**src/rtl/cf_pkg.sv**
```systemverilog
package cf_pkg;

  // Architectural program-counter width in words
  localparam int PC_W = 22;

  typedef enum logic [3:0] {
    K_SEQ,
    K_REL_JUMP,
    K_REL_CALL,
    K_BR_SET,
    K_BR_CLR,
    K_ABS_JUMP,
    K_ABS_CALL,
    K_IND_JUMP,
    K_IND_CALL
  } cf_kind_e;

  typedef struct packed {
    logic [PC_W-1:0] next_pc;
    logic            push;
    logic [PC_W-1:0] ret_addr;
    logic            two_word;
  } cf_result_t;

endpackage

```
**src/rtl/cf_decode.sv**
```systemverilog
module cf_decode
  import cf_pkg::*;
(
  input  logic [15:0] word0,
  output cf_kind_e    kind
);

  localparam logic [15:0] IND_JUMP_CODE = 16'h9409;
  localparam logic [15:0] IND_CALL_CODE = 16'h9509;

  logic is_abs_group;
  assign is_abs_group = (word0[15:9] == 7'b1001010);

  always_comb begin
    kind = K_SEQ;
    if (word0[15:12] == 4'b1100)
      kind = K_REL_JUMP;
    else if (word0[15:12] == 4'b1101)
      kind = K_REL_CALL;
    else if (word0[15:10] == 6'b111100)
      kind = K_BR_SET;
    else if (word0[15:10] == 6'b111101)
      kind = K_BR_CLR;
    else if (word0 == IND_JUMP_CODE)
      kind = K_IND_JUMP;
    else if (word0 == IND_CALL_CODE)
      kind = K_IND_CALL;
    else if (is_abs_group && word0[3:1] == 3'b110)
      kind = K_ABS_JUMP;
    else if (is_abs_group && word0[3:1] == 3'b111)
      kind = K_ABS_CALL;
  end

endmodule

```
**src/rtl/cf_target.sv**
```systemverilog
module cf_target
  import cf_pkg::*;
#(
  parameter int PMEM_AW = 20
) (
  input  cf_kind_e        kind,
  input  logic [PC_W-1:0] pc,
  input  logic [15:0]     word0,
  input  logic [15:0]     word1,
  input  logic [7:0]      status,
  input  logic [7:0]      ptr_lo,
  input  logic [7:0]      ptr_hi,
  output cf_result_t      res
);

  localparam int REL_W  = 12;
  localparam int BR_W   = 7;
  localparam logic [PC_W-1:0] WRAP_MASK = {PC_W{1'b1}} >> (PC_W - PMEM_AW);

  logic [PC_W-1:0] seq1, seq2, rel_tgt, br_tgt, abs_tgt, ind_tgt;
  logic [PC_W-1:0] raw_next, raw_ret;
  logic            raw_push, raw_two;
  logic            tested_bit;

  assign seq1    = pc + PC_W'(1);
  assign seq2    = pc + PC_W'(2);
  assign rel_tgt = seq1 + {{(PC_W-REL_W){word0[REL_W-1]}}, word0[REL_W-1:0]};
  assign br_tgt  = seq1 + {{(PC_W-BR_W){word0[9]}}, word0[9:3]};
  assign abs_tgt = {word0[8:4], word0[0], word1};
  assign ind_tgt = {pc[PC_W-1:16], ptr_hi, ptr_lo};

  assign tested_bit = status[word0[2:0]];

  always_comb begin
    raw_next = seq1;
    raw_ret  = '0;
    raw_push = 1'b0;
    raw_two  = 1'b0;
    unique case (kind)
      K_REL_JUMP: raw_next = rel_tgt;
      K_REL_CALL: begin
        raw_next = rel_tgt;
        raw_push = 1'b1;
        raw_ret  = seq1;
      end
      K_BR_SET:   raw_next = tested_bit  ? br_tgt : seq1;
      K_BR_CLR:   raw_next = !tested_bit ? br_tgt : seq1;
      K_ABS_JUMP: begin
        raw_next = abs_tgt;
        raw_two  = 1'b1;
      end
      K_ABS_CALL: begin
        raw_next = abs_tgt;
        raw_two  = 1'b1;
        raw_push = 1'b1;
        raw_ret  = seq2;
      end
      K_IND_JUMP: raw_next = ind_tgt;
      K_IND_CALL: begin
        raw_next = ind_tgt;
        raw_push = 1'b1;
        raw_ret  = seq1;
      end
      default:    raw_next = seq1;
    endcase
  end

  assign res.next_pc  = raw_next & WRAP_MASK;
  assign res.ret_addr = raw_ret & WRAP_MASK;
  assign res.push     = raw_push;
  assign res.two_word = raw_two;

endmodule

```
**src/rtl/cf_out_stage.sv**
```systemverilog
module cf_out_stage
  import cf_pkg::*;
(
  input  logic       clk,
  input  logic       rst_n,
  input  logic       in_valid,
  output logic       in_ready,
  input  cf_result_t in_data,
  output logic       out_valid,
  input  logic       out_ready,
  output cf_result_t out_data
);

  logic full_q;
  cf_result_t data_q;

  assign in_ready  = !full_q || out_ready;
  assign out_valid = full_q;
  assign out_data  = data_q;

  always_ff @(posedge clk) begin
    if (!rst_n) begin
      full_q <= 1'b0;
      data_q <= '0;
    end else if (in_ready) begin
      full_q <= in_valid;
      if (in_valid) data_q <= in_data;
    end
  end

  // a stalled beat is held
  a_r9_hold_stalled: assert property (@(posedge clk) disable iff (!rst_n)
    out_valid && !out_ready |=> out_valid && $stable(out_data));

  // acceptance yields a beat one cycle later
  a_r8_accept_latency: assert property (@(posedge clk) disable iff (!rst_n)
    in_valid && in_ready |=> out_valid && (out_data == $past(in_data)));

endmodule

```
**src/rtl/cf_next_pc.sv**
```systemverilog
module cf_next_pc
  import cf_pkg::*;
#(
  parameter int PMEM_AW = 20
) (
  input  logic            clk,
  input  logic            rst_n,
  input  logic            in_valid,
  output logic            in_ready,
  input  logic [PC_W-1:0] in_pc,
  input  logic [15:0]     in_word0,
  input  logic [15:0]     in_word1,
  input  logic [7:0]      in_status,
  input  logic [7:0]      in_ptr_lo,
  input  logic [7:0]      in_ptr_hi,
  output logic            out_valid,
  input  logic            out_ready,
  output logic [PC_W-1:0] out_next_pc,
  output logic            out_push,
  output logic [PC_W-1:0] out_ret_addr,
  output logic            out_two_word
);

  localparam logic [PC_W-1:0] WRAP_MASK = {PC_W{1'b1}} >> (PC_W - PMEM_AW);

  cf_kind_e   kind;
  cf_result_t comb_res;
  cf_result_t reg_res;

  cf_decode u_decode (
    .word0 (in_word0),
    .kind  (kind)
  );

  cf_target #(.PMEM_AW(PMEM_AW)) u_target (
    .kind   (kind),
    .pc     (in_pc),
    .word0  (in_word0),
    .word1  (in_word1),
    .status (in_status),
    .ptr_lo (in_ptr_lo),
    .ptr_hi (in_ptr_hi),
    .res    (comb_res)
  );

  cf_out_stage u_out (
    .clk       (clk),
    .rst_n     (rst_n),
    .in_valid  (in_valid),
    .in_ready  (in_ready),
    .in_data   (comb_res),
    .out_valid (out_valid),
    .out_ready (out_ready),
    .out_data  (reg_res)
  );

  assign out_next_pc  = reg_res.next_pc;
  assign out_push     = reg_res.push;
  assign out_ret_addr = reg_res.ret_addr;
  assign out_two_word = reg_res.two_word;

  // nothing above the memory size escapes
  a_r7_wrapped: assert property (@(posedge clk) disable iff (!rst_n)
    out_valid |-> ((out_next_pc & ~WRAP_MASK) == '0) && ((out_ret_addr & ~WRAP_MASK) == '0));

  // a return address lies one or two words past the instruction
  a_r5_ret_offset: assert property (@(posedge clk) disable iff (!rst_n)
    in_valid && comb_res.push |->
      (comb_res.ret_addr == ((in_pc + PC_W'(1)) & WRAP_MASK)) ||
      (comb_res.ret_addr == ((in_pc + PC_W'(2)) & WRAP_MASK)));

  // a two-word call returns past both words
  a_r3_two_word_ret: assert property (@(posedge clk) disable iff (!rst_n)
    in_valid && comb_res.two_word && comb_res.push |->
      comb_res.ret_addr == ((in_pc + PC_W'(2)) & WRAP_MASK));

  // empty after reset
  a_r10_reset_empty: assert property (@(posedge clk)
    !rst_n |=> !out_valid);

endmodule

```
**config.mk**
```make
export PLATFORM = sky130hd
export DESIGN_NAME = cf_next_pc
export DESIGN_NICKNAME = d
export VERILOG_FILES = /design/src/rtl/cf_pkg.sv /design/src/rtl/cf_decode.sv /design/src/rtl/cf_target.sv /design/src/rtl/cf_out_stage.sv /design/src/rtl/cf_next_pc.sv
export SDC_FILE = /design/constraint.sdc
export NUM_CORES = 1
export LEC_CHECK = 0
export BUFFER_PORTS_ARGS = -buffer_cell sky130_fd_sc_hd__buf_2
export CAP_MARGIN = 20
export CORE_MARGIN = 3
export CORE_UTILIZATION = 49
export CTS_CLUSTER_SIZE = 12
export DETAILED_ROUTE_END_ITERATION = 8
export PLACE_DENSITY = 0.78
export SLEW_MARGIN = 10
export SYNTH_ARGS = -nofsm -noshare
export SYNTH_HDL_FRONTEND = slang
export SYNTH_SLANG_ARGS = --single-unit
```
**constraint.sdc**
```tcl
create_clock -name clk -period 3.1 [get_ports clk]
set_input_delay 0 -clock clk [delete_from_list [all_inputs] [get_ports clk]]
set_output_delay 0 -clock clk [all_outputs]
set_load 0.05 [all_outputs]
```
* Yosys cells after proc, flatten, opt, wreduce, memory -nomap -nowiden
Index checks and enable logic that the tools add are counted.
** Storage, ports and cells
- Bits in registers :: 43
- Input bits :: 82
- Output and inout bits :: 48
** Operators by class
- $add $sub $neg :: 4
- $lt $le $gt $ge :: 1
- Equal/unequal tests :: 17
- Muxes and demuxes :: 16
- Reduce and logical (&&, ||, !) cells :: 10
** Operators by type and width (count)
- 20-bit case mux with 5 select lines :: 1
- 20-bit adder :: 2
- 20-bit two-way mux :: 2
- 20-bit case mux with 2 select lines :: 1
- 16-bit equality test, second input constant :: 2
- 4-bit two-way mux :: 7
- 20-bit by 1-bit adder with 20-bit output, second input constant :: 1
- 20-bit by 2-bit adder with 20-bit output, second input constant :: 1
- 4-bit by 3-bit equality test with 1-bit output, second input constant :: 4
- 4-bit equality test, second input constant :: 3
- 6-bit equality test, second input constant :: 2
- 4-bit by 2-bit equality test with 1-bit output, second input constant :: 2
- 2-bit OR reduction :: 4
- 7-bit equality test, second input constant :: 1
- 3-bit equality test, second input constant :: 2
- 4-bit by 1-bit equality test with 1-bit output, second input constant :: 1
- 3-bit by 4-bit < comparator with 1-bit output, second input constant :: 1
- 1-bit binary-select mux with 3-bit select :: 1
- 1-bit two-way mux :: 3
- 3-bit two-way mux :: 1
- 3-bit OR reduction :: 1
- 1-bit logical AND :: 2
- 2-bit AND reduction :: 1
- 1-bit logical NOT :: 1
- 1-bit logical OR :: 1

* Longest topological paths before layout
- Depth after elaboration :: 13
- Gate-level depth with buffers :: 16
- Mapped depth without buffers :: 16

* Modules after synthesis
A second synthesis with hierarchy kept.
** Second synthesis, totals
- Cells, all modules :: 756
- Area, all modules :: 5684.2 um2
** By module, submodules not included
- cf_target :: instances 1, cells an instance 529, area an instance 3608.5 um2, seq. area each 0.0 um2
- cf_out_stage :: instances 1, cells an instance 204, area an instance 1920.6 um2, seq. area each 940.9 um2
- cf_decode :: instances 1, cells an instance 23, area an instance 155.1 um2, seq. area each 0.0 um2

* Worst setup path after synthesis
OpenSTA, ideal clock, no wires.
- Kind :: input to register
- Start point :: input in_pc[1]
- End point :: register u_out.data_q (netlist bit u_out.out_data[40])
- Library setup time :: 0.126 ns
- Data arrival time :: 3.055 ns
- Data required time :: 2.974 ns
- Path slack :: -0.080 ns
- Stages :: 16
- Buffers on the path :: 0
- Cells stage by stage :: ha_1 -> and4_1 -> nand4_1 -> nor2_1 -> nand2_1 -> xor2_1 -> inv_1 -> ha_1 -> a21o_1 -> a21o_1 -> a221o_1 -> or3_1 -> o21ai_0 -> xnor2_1 -> a221oi_1 -> o22ai_1
** On the way
- Word-level cells in the longest chain between the ends :: 4
** Ends and longest elaborated chain
- start: declaration :: line cf_next_pc.sv:10 : input logic [PC_W-1:0] in_pc,
- 20-bit by 1-bit adder with 20-bit output (*) :: line cf_target.sv:25 : assign seq1 = pc + PC_W'(1);
- 20-bit adder :: line cf_target.sv:28 : assign br_tgt = seq1 + {{(PC_W-BR_W){word0[9]}}, word0[9:3]};
- 20-bit two-way mux, on equally long branches :: line cf_target.sv:47, cf_target.sv:46
- 20-bit case mux with 5 select lines (*) :: line cf_target.sv:39 : unique case (kind)
- end signal: assignment :: line cf_out_stage.sv:27 : if (in_valid) data_q <= in_data;
- end: declaration :: line cf_out_stage.sv:15 : cf_result_t data_q;
Mark *: on every way between the ends. The rest lies on a longest branch, timed or not.
A chain may end at the register's enable or synchronous reset.

* Worst setup path after layout
- Start point :: input in_pc[1]
- End point :: register u_out.data_q (netlist bit u_out.out_data[43])
Same word-level chain as after synthesis.

==> results.toml <==
[die]
fp.dieW_um = 106
fp.dieH_um = 106
initial_core_util_pct = 51.6
rows = 35
io_pins = 130
die-area_um2 = 11200
core_area_um2 = 9500

[placed_design]
hpwl_um = 14100
place.gp.congestion = 1.01
port_buffers = 123

[finish]
final_util_pct = 68.1
nets = 950
final_common_cell = "buf_2"
area_delta_synth_final_pct = 32.0
layout_common_cells = "buf_2, buf_4, nand2_1"
n_antenna_cell = 0
drive_gt1_share_pct = 31.3

[sta]
hold_viol_final = 0
slew_headroom_pct = 34.0
period_needed_ns = 2.98
worst_slew_pin_slew_ns = 0.981
drv_slew = 0
max_freq_mhz = 335
period_share_pct = 96.2
setup_viol = 0
fin_skew_ns = 0.00652
tns_ns = 0

[global_routing]
track_usage_pct = 31.4
grt_pass1_wl_um = 28500
grt_pass1_vias = 5747
antenna_found_initial = 0
grt_max_degree = 44
overflow = 0

[route]
wirelength_um = 18300
dr.pass1.iters = 5
post_drt_wl_per_cell_um = 19.1
vias_per_cell = 6.22
first_iter_violations = 428
remaining_drc_errors = 0
vias = 5945
antenna_left = 0

[pwr]
internal-power_mw = 1.34
leakage_nw = 3.08
ir_drop_v = 0.000223
p_per_area_nw_per_um2 = 342
power_frac_seq_pct = 27.3
pwr-share-comb_pct = 47.8
pwr-share-clk_pct = 24.9
swShare_pct = 39.4
power.switching_mw = 0.873

[yosys]
async_flop_share_pct = 0
ys_warn_count = 0
syn_area_um2 = 4910
synth_edf_count = 0
avgSynthCellArea_um2 = 7.71
ys_ff_latch = 43
ys_seq_area_share_pct = 17.5
synth_largest_area_cell = "dfxtp_1"
yosys-top-cells-area = "dfxtp_1, ha_1, a21oi_1"
synth_top_area_share_pct = 17.5
synth_cell_types = 75
synthCells = 636
synth_top_flop_cell = "dfxtp_1"

[critical_path]
rrSetupSlack_ns = 0.84
criticalPathCategory = "in -> reg"
critPathCaptureType = "flip-flop"
required_ns = 3.35
cp_cell_sequence = "buf_2 -> buf_4 -> ha_1 -> nand3_2 -> buf_4 -> nor2_1 -> xor2_1 -> buf_4 -> buf_4 -> ha_1 -> a21o_1 -> a31o_2 -> nor3_2 -> o41ai_2 -> buf_4 -> a2111oi_1 -> a31oi_1 -> nand3_1 -> o221a_1"
cp.arrival_ns = 3.24
crit_path_frequent_cell = "buf_4"
critical-path-slowest-cell = "a2111oi_1"
worstPathMaxFanout = 4
timing.rr.end = "u_out.out_data[34]$_SDFFE_PN0P_"
slowest_delay_ns = 0.39
timing.rr.start = "u_out.out_valid$_SDFFE_PN0N_"
rr_worst_depth = 7
critPathLaunchType = "input pin"

[hold_path]
holdPathStages = 3
hold_end = "u_out.out_data[37]$_SDFFE_PN0P_"
min-delay-start = "in_ptr_hi[5]"
hold_class = "in -> reg"

[clocking]
clk_pin_slew_ns = 0.09
cts_tree = "yes"
htree_levels = 2
clock_sinks = 43
clock_latency_ns = 0.31
clock-root-buffer = "clkbuf_8"
cts_buffers = 5
clock_path_buffers = 2

[job]
max_cap_violations = 0

[outcome]
outcome = "completed"
## through the flow
stage / area, um2 / setup slack, ns / power [mW] / cells / hold slack [ns]
global placement: 6190 / -0.189 / 1.62 / 943 / 0.265
floorplan: 4920 / 0.0176 / 1.28 / 639 / 0.138
finish: 6470 / 0.118 / 2.22 / 956 / 0.0304
detailed placement: 6190 / -0.280 / 1.63 / 943 / 0.300
global route: 6470 / -0.0282 / 2.33 / 956 / 0.0439
CTS: 6360 / 0.0246 / 2.18 / 954 / 0.0349
## power groups by stage
stage | registers, mW | logic, mW | clock network, mW
detailed placement | 0.615 | 1.01 | 0
global placement | 0.614 | 1.00 | 0
floorplan | 0.732 | 0.544 | 0
global route | 0.607 | 1.14 | 0.576
CTS | 0.603 | 1.02 | 0.557
finish | 0.604 | 1.06 | 0.552
## synth_stat cells (3+ instances only)
| cell | number |
|---|---|
| nand2_1 | 64 |
| a21oi_1 | 48 |
| o21ai_0 | 47 |
| dfxtp_1 | 43 |
| ha_1 | 40 |
| nor2_1 | 37 |
| xnor2_1 | 27 |
| clkbuf_1 | 21 |
| a31oi_1 | 20 |
| nand3_1 | 19 |
| a21o_1 | 18 |
| a221oi_1 | 18 |
| xor2_1 | 18 |
| inv_1 | 15 |
| a21boi_0 | 14 |
| a221o_1 | 11 |
| buf_2 | 10 |
| nand4_1 | 10 |
| nor3_1 | 10 |
| o211a_1 | 10 |
| o21a_1 | 10 |
| and3_1 | 8 |
| or3_1 | 8 |
| and2_1 | 7 |
| nand2b_1 | 7 |
| o211ai_1 | 7 |
| a22oi_1 | 5 |
| buf_4 | 5 |
| nor2b_1 | 5 |
| and4_1 | 4 |
| o22ai_1 | 4 |
| a32oi_1 | 3 |
| mux2i_1 | 3 |
| nand3b_1 | 3 |
| o2111ai_1 | 3 |
| o221a_2 | 3 |
## worst max path at each step
stage / from / to / slack (ns) / cells after the start
floorplan: in_pc[1] / u_out.out_data[40]$_SDFFE_PN0P_ / 0.02 / 16
global placement: in_pc[1] / u_out.out_data[40]$_SDFFE_PN0P_ / -0.19 / 17
detailed placement: in_pc[1] / u_out.out_data[43]$_SDFFE_PN0P_ / -0.28 / 17
CTS: in_pc[1] / u_out.out_data[43]$_SDFFE_PN0P_ / 0.02 / 17
global route: in_pc[1] / u_out.out_data[43]$_SDFFE_PN0P_ / -0.03 / 18
finish: in_pc[1] / u_out.out_data[43]$_SDFFE_PN0P_ / 0.12 / 19
## layout make-up
class	instances	area [um2]
multi-input combinational	541	3910
fill	834	3030
timing repair buffer	220	1350
sequential	43	861
tap	129	161
clock buffer	6	72.6
clock inverter	2	60.1
inverter	15	56.3
## cell families (layout without fill, tap and decap cells)
logic type               Yosys count  after routing  synth area share, %
multiplexers                       8              8                 2.52
AND/OR/NAND/NOR                  195            195                 20.1
flip-flops                        43             43                 17.5
buffers and inverters             55            243                 5.15
adder cells (fa/ha/maj)           42             42                 11.0
AO/OA/AOI/OAI                    246            246                 35.1
XOR/XNOR                          46             46                 8.49
other                              1              4               0.0764
## worst max-delay path, delay by kind of cell
kind / cells / cell delay [ns]
fa+ha+maj: 2 / 0.41
simple gates: 4 / 0.55
xor+xnor: 1 / 0.29
buf+inv: 6 / 0.79
compound gates: 6 / 1.18
## registers in the layout, indices dropped and copies added (netlist names)
register,flops
u_out.out_data,42
u_out.out_valid,1
## per-layer routing
layer | global-route usage [%] | share of wire [%]
met1 | 40.0 | 40
met2 | 53.5 | 47
met3 | 5.65 | 10
met4 | 10.4 | 3.1
met5 | 0 | 0
## timing repair
item,4_1_cts,5_1_grt
resized for setup,0,19
setup endpoints to repair,0,5
hold buffers,3,0
hold endpoints to repair,2,0
setup buffers,0,2
Note: power is estimated with default switching activity, not from simulation.
